==> src/rtl/tpa_pkg.sv <==
package tpa_pkg;
  typedef enum logic [2:0] {
    OP_IDLE  = 3'd0,
    OP_Q_WR  = 3'd1,
    OP_Q_RD  = 3'd2,
    OP_MB_WR = 3'd3,
    OP_MB_RD = 3'd4
  } port_op_e;
endpackage

==> src/rtl/tpa_port_a_dec.sv <==
module tpa_port_a_dec
  import tpa_pkg::*;
(
  input  logic     clk,
  input  logic     rst_n,
  input  logic     sel_n,
  input  logic     dir_wr,
  input  logic     en,
  input  logic     mbx,
  input  logic     room,
  input  logic     avail,
  output port_op_e op,
  output logic     drv_en
);
  logic active;
  assign active = rst_n && !sel_n && en;

  always_comb begin
    op = OP_IDLE;
    if (active) begin
      if (dir_wr) op = mbx ? OP_MB_WR : (room  ? OP_Q_WR : OP_IDLE);
      else        op = mbx ? OP_MB_RD : (avail ? OP_Q_RD : OP_IDLE);
    end
  end

  // Output drive only in read direction while selected
  assign drv_en = rst_n && !sel_n && !dir_wr;

  p_drive_read_only_r1: assert property (@(posedge clk) disable iff (!rst_n)
    drv_en |-> (!dir_wr && !sel_n));
  p_push_needs_room_r2: assert property (@(posedge clk) disable iff (!rst_n)
    (op == OP_Q_WR) |-> (room && dir_wr && !mbx));
  p_pop_needs_word_r3: assert property (@(posedge clk) disable iff (!rst_n)
    (op == OP_Q_RD) |-> (avail && !dir_wr && !mbx));
  p_quiet_when_off_r8: assert property (@(posedge clk) disable iff (!rst_n)
    (!en || sel_n) |-> (op == OP_IDLE));
endmodule

==> src/rtl/tpa_port_b_dec.sv <==
module tpa_port_b_dec
  import tpa_pkg::*;
(
  input  logic     clk,
  input  logic     rst_n,
  input  logic     sel_n,
  input  logic     rd_en,
  input  logic     mbx,
  input  logic     avail,
  output port_op_e op,
  output logic     drv_en
);
  always_comb begin
    op = OP_IDLE;
    if (rst_n && !sel_n && rd_en)
      op = mbx ? OP_MB_RD : (avail ? OP_Q_RD : OP_IDLE);
  end

  assign drv_en = rst_n && !sel_n;

  p_pop_needs_word_r6: assert property (@(posedge clk) disable iff (!rst_n)
    (op == OP_Q_RD) |-> (avail && !mbx));
  p_read_only_port_r6: assert property (@(posedge clk) disable iff (!rst_n)
    !(op inside {OP_Q_WR, OP_MB_WR}));
  p_quiet_when_off_r8: assert property (@(posedge clk) disable iff (!rst_n)
    (!rd_en || sel_n) |-> (op == OP_IDLE));
endmodule

==> src/rtl/tpa_port_c_dec.sv <==
module tpa_port_c_dec
  import tpa_pkg::*;
(
  input  logic     clk,
  input  logic     rst_n,
  input  logic     wr_en,
  input  logic     mbx,
  input  logic     room,
  output port_op_e op
);
  always_comb begin
    op = OP_IDLE;
    if (rst_n && wr_en)
      op = mbx ? OP_MB_WR : (room ? OP_Q_WR : OP_IDLE);
  end

  p_push_needs_room_r7: assert property (@(posedge clk) disable iff (!rst_n)
    (op == OP_Q_WR) |-> (room && !mbx));
  p_write_only_port_r7: assert property (@(posedge clk) disable iff (!rst_n)
    !(op inside {OP_Q_RD, OP_MB_RD}));
  p_quiet_when_off_r8: assert property (@(posedge clk) disable iff (!rst_n)
    !wr_en |-> (op == OP_IDLE));
endmodule

==> src/rtl/tri_port_access_dec.sv <==
module tri_port_access_dec
  import tpa_pkg::*;
(
  input  logic clk_a,
  input  logic clk_b,
  input  logic clk_c,
  input  logic rst_n,
  input  logic a_sel_n,
  input  logic a_dir_wr,
  input  logic a_en,
  input  logic a_mbx,
  input  logic q1_room,
  input  logic q2_avail_a,
  input  logic b_sel_n,
  input  logic b_rd_en,
  input  logic b_mbx,
  input  logic q1_avail_b,
  input  logic c_wr_en,
  input  logic c_mbx,
  input  logic q2_room_c,
  output logic a_drv_en,
  output logic q1_push,
  output logic q2_pop_a,
  output logic mb1_wr_a,
  output logic mb2_rd_a,
  output logic b_drv_en,
  output logic q1_pop_b,
  output logic mb1_rd_b,
  output logic q2_push_c,
  output logic mb2_wr_c
);
  port_op_e op_a, op_b, op_c;

  tpa_port_a_dec u_pa (
    .clk(clk_a), .rst_n(rst_n), .sel_n(a_sel_n), .dir_wr(a_dir_wr),
    .en(a_en), .mbx(a_mbx), .room(q1_room), .avail(q2_avail_a),
    .op(op_a), .drv_en(a_drv_en)
  );

  tpa_port_b_dec u_pb (
    .clk(clk_b), .rst_n(rst_n), .sel_n(b_sel_n), .rd_en(b_rd_en),
    .mbx(b_mbx), .avail(q1_avail_b), .op(op_b), .drv_en(b_drv_en)
  );

  tpa_port_c_dec u_pc (
    .clk(clk_c), .rst_n(rst_n), .wr_en(c_wr_en), .mbx(c_mbx),
    .room(q2_room_c), .op(op_c)
  );

  // Operation code to per-target strobes
  assign q1_push   = (op_a == OP_Q_WR);
  assign q2_pop_a  = (op_a == OP_Q_RD);
  assign mb1_wr_a  = (op_a == OP_MB_WR);
  assign mb2_rd_a  = (op_a == OP_MB_RD);
  assign q1_pop_b  = (op_b == OP_Q_RD);
  assign mb1_rd_b  = (op_b == OP_MB_RD);
  assign q2_push_c = (op_c == OP_Q_WR);
  assign mb2_wr_c  = (op_c == OP_MB_WR);

  p_one_strobe_a_r9: assert property (@(posedge clk_a) disable iff (!rst_n)
    $onehot0({q1_push, q2_pop_a, mb1_wr_a, mb2_rd_a}));
  p_one_strobe_b_r9: assert property (@(posedge clk_b) disable iff (!rst_n)
    $onehot0({q1_pop_b, mb1_rd_b}));
  p_one_strobe_c_r9: assert property (@(posedge clk_c) disable iff (!rst_n)
    $onehot0({q2_push_c, mb2_wr_c}));
  p_mbx_write_a_r4: assert property (@(posedge clk_a) disable iff (!rst_n)
    mb1_wr_a |-> (a_mbx && a_dir_wr && a_en && !a_sel_n));

  // Reset silences every output
  always_comb begin
    if (!rst_n)
      p_quiet_in_reset_r10: assert ({a_drv_en, b_drv_en, q1_push, q2_pop_a, mb1_wr_a,
              mb2_rd_a, q1_pop_b, mb1_rd_b, q2_push_c, mb2_wr_c} == 10'd0);
  end
endmodule

==> config.mk <==
export PLATFORM = sky130hd
export DESIGN_NAME = tri_port_access_dec
export DESIGN_NICKNAME = d
export VERILOG_FILES = /design/src/rtl/tpa_pkg.sv /design/src/rtl/tpa_port_a_dec.sv /design/src/rtl/tpa_port_b_dec.sv /design/src/rtl/tpa_port_c_dec.sv /design/src/rtl/tri_port_access_dec.sv
export SDC_FILE = /design/constraint.sdc
export NUM_CORES = 1
export LEC_CHECK = 0
export BUFFER_PORTS_ARGS = -buffer_cell sky130_fd_sc_hd__buf_2
export CAP_MARGIN = 30
export CORE_AREA = 2 2 39 41
export DETAILED_ROUTE_END_ITERATION = 8
export DIE_AREA = 0 0 41 43
export RECOVER_POWER = 100
export SETUP_SLACK_MARGIN = 0.05
export SYNTH_ARGS = -nofsm -noshare
export SYNTH_HDL_FRONTEND = slang
export SYNTH_SLANG_ARGS = --single-unit
==> constraint.sdc <==
create_clock -name vclk -period 0.8
set_input_delay 0 -clock vclk [all_inputs]
set_output_delay 0 -clock vclk [all_outputs]
set_load 0.03 [all_outputs]
# After elaboration in Yosys (flattened, before gate mapping)
# Cells that the tools add are included.
# Widths: inputs -> output; s select.
# word_totals
register_bits	0
latchBits	0
ramBits	0
romBits	0
input_bits	17
out_inout_bits	10
elab_cells	29
n_memories	0
# op_classes
n_addsub	0
multipliers	0
div	0
magnitude_cmp	0
n_eq_ne	8
n_shift	0
n_mux	12
bitwise_logic	0
n_reduce_logical	9
# op_table
cell	count
$mux 3	8
$eq 3x2->1 const B	4
$eq 3x1->1 const B	2
$eq 3x3->1 const B	2
$logic_and 1x1->1	6
$mux 2	2
$logic_not 1->1	3
$mux 1	2

# Longest topological paths before layout
# logic_depth
depth_word	5
ltp_mapped	2
ltp_nobuf	2

# Hierarchy
# From an unflattened synthesis, not the netlist that was laid out.
# hier_totals
hier_cells	25
area_unflattened_um2	187.7
# by_module_without_submodules
module	n_inst	cells_each	area_per_inst_um2
tri_port_access_dec	1	8	63.8
tpa_port_a_dec	1	8	52.6
tpa_port_b_dec	1	5	42.5
tpa_port_c_dec	1	4	28.8

# Worst setup path after synthesis
# OpenSTA, ideal clock, no wires.
# synth_path
kind	input port to output port
start	input port b_sel_n
end	output port q1_pop_b
t_arrival_ps	699
path_slack_ps	101
cell_stages	2
n_path_buf	0
path_cell_list	and2b_2 > and4b_1
# synth_via
elab_chain_len	5
# synth_lines
item	line_no	rtl
start, declared	tri_port_access_dec.sv:14	input logic b_sel_n,
$logic_not 1->1	tpa_port_b_dec.sv:15	if (rst_n && !sel_n && rd_en)
$logic_and 1x1->1 (2 in a row)	tpa_port_b_dec.sv:15	
$mux 3	tpa_port_b_dec.sv:15	
$eq 3x2->1	tri_port_access_dec.sv:55	assign q1_pop_b = (op_b == OP_Q_RD);
end, declared	tri_port_access_dec.sv:27	output logic q1_pop_b,
# No other way between the ends.

# Final worst setup path
# layout_path
start	input port a_sel_n
end	output port q1_push
# layout_via
elab_chain_len	5
# layout_lines
item	line_no	rtl
start, declared	tri_port_access_dec.sv:8	input logic a_sel_n,
$logic_not 1->1	tpa_port_a_dec.sv:16	assign active = rst_n && !sel_n && en;
$logic_and 1x1->1 (2 in a row)	tpa_port_a_dec.sv:16	
$mux 3	tpa_port_a_dec.sv:20	if (active) begin
$eq 3x1->1	tri_port_access_dec.sv:51	assign q1_push = (op_a == OP_Q_WR);
end, declared	tri_port_access_dec.sv:22	output logic q1_push,
# No other way between the ends.

==> run_results.csv <==
group,metric,value,unit
global_route,antenna_found_initial,0,
die,design.core.area,1380,um^2
routing,drtPass1Iterations,2,
synthesis,syn_inst,12,
synthesis,yosys.area.top_type,"and4b_1",
die,start_util,7.78,%
global_route,grt_pass1_wl,517,um
critical_path,critPathKind,"in -> out",
routing,viasPerCell,3.98,
die,die_area,1760,um^2
die,rows,14,
sta,tns,0,ps
critical_path,path_max_fanout,2,
place,post_dp_cell_area,248,um^2
finish,final_nets,55,
sta,fmax,1.38,GHz
critical_path,slowest_stage,"and4bb_2",
synthesis,yosysSeqAreaShare,0,%
finish,fillers,162,
routing,wl_per_cell,8.92,um
routing,ant_nets,0,
global_route,grt_util_all_layers,4.00,%
finish,multi_input_area,111,um^2
routing,drc,0,
critical_path,crit_path_end_kind,"output pin",
sta,setup_ws,73.6,ps
critical_path,worstPathRequired,800,ps
critical_path,worstSetupStartpointType,"input port",
power,p_leak,0.154,nW
synthesis,syn_nets,29,
sta,hold_ws,339,ps
finish,postLayoutCoreUtil,18.7,%
finish,seq_cells,0,
critical_path,setup.worst_path.end,"q1_push",
power,totalPowerFinal,0.101,mW
sta,relSlewSlack,75.8,%
global_route,grt_max_degree,6,
place,pre_cts_ws,35.5,ps
global_route,grt_overflow,0,
synthesis,syn-cell-area,108,um^2
sta,tightest_slew,364,ps
critical_path,cp_slowest_stage_delay,300,ps
sta,drv_slew,0,
sta,rsz0062_at_grt,"false",
power,powerDensity,391,nW/um^2
routing,drtIter0Drc,1,
critical_path,path_cells,"buf_2 > and4bb_2 > and3_4 > buf_4",
routing,wl,464,um
finish,mostFrequentLayoutCell,"buf_2",
place,portBuffers,24,
sta,final_hold_viol_count,0,
critical_path,cp-startpoint,"a_sel_n",
run,maxCapViolCount,0,
finish,diodes,0,
critical_path,cp_num_cells,4,
finish,fin_area,259,um^2
critical_path,cp.arrival,730,ps
sta,finalCriticalPeriod,726,ps
status,status,"complete, no violations",
hold_path,hold_class,"in -> out",
synthesis,yosysWarnings,0,
die,ioPinCount,27,
die,die_x,41,um
routing,num_vias,207,
critical_path,worst_path_dominant_cell_family,"simple AND/OR/NAND/NOR gates",
power,vdd_drop_max,0.0731,mV
global_route,grt_pass1_vias,153,
place,placedCellCount,52,
synthesis,synth_top_area_share,18.6,%
synthesis,synth.area.top_cells,"and4b_1 19%, and2b_2 16%, and3_2 14%",
critical_path,crit_buf_inv,2,
synthesis,synth_area_per_cell,8.97,um^2
sta,period_share,90.8,%
finish,area_delta_synth_final,141,%
synthesis,yosysUniqueCellTypes,9,
finish,drive_above_1_share,77.8,%
place,gp_congestion,0.566,
finish,seq_area,0,um^2
sta,setup_viol,0,
finish,final_cell_mix,"13 x buf_2, 5 x clkbuf_2, 3 x clkbuf_1",
finish,stdcell_count,52,
finish,nClkBuffers,0,
die,dieHeight,43,um
[kinds of logic (layout without fill, tap and decap cells)]
family,count (synthesis),after routing,synth area share [%]
and+or+nand+nor,12,12,100
buffers and inverters,0,24,0
[area by class of cell]
class	count	share of cell area (%)
Multi-Input combinational cell	12	43.0
Tap cell	16	7.73
Timing Repair Buffer	24	49.3
[per-layer routing]
layer  GRT usage [%]  share of wire (%)
met4               0                  0
met2            6.88                 37
met3            1.05                 25
met5               0                  0
met1            5.06                 38
[cell usage after synthesis]
library cell,instances
and4b_2,1
and3_2,2
and4_1,1
and2b_2,2
and4b_1,2
and3b_2,1
and3_1,1
and4bb_2,1
nor2b_1,1
[power by group]
| group | internal [mW] | leakage (nW) | switching, mW |
|---|---|---|---|
| Sequential | 0 | 0 | 0 |
| Combinational | 0.0493 | 0.154 | 0.0521 |
| Clock | 0 | 0 | 0 |
| Total | 0.0493 | 0.154 | 0.0521 |
[worst min path at each step]
| stage | from | to | slack (ps) | depth (start not counted) |
|---|---|---|---|---|
| global placement | a_dir_wr | a_drv_en | 330 | 3 |
| floorplan | a_dir_wr | a_drv_en | 110 | 1 |
| detailed placement | a_dir_wr | a_drv_en | 340 | 3 |
| CTS | a_dir_wr | a_drv_en | 340 | 3 |
| finish | a_dir_wr | a_drv_en | 340 | 3 |
| global route | a_dir_wr | a_drv_en | 370 | 3 |
[worst min-delay path: stages]
cell      delay, ps
buf_2           110
nor2b_1          50
clkbuf_2        170
[what timing repair did]
action | 4_1_cts | 5_1_grt
gates resized for setup | 2 | 4
hold buffers | 0 | 0
cloned | 0 | 0
buffers inserted | 0 | 0
pin swaps | 0 | 2
setup endpoints to repair | 2 | 2
No activity file was read; power rests on OpenSTA's default activity.
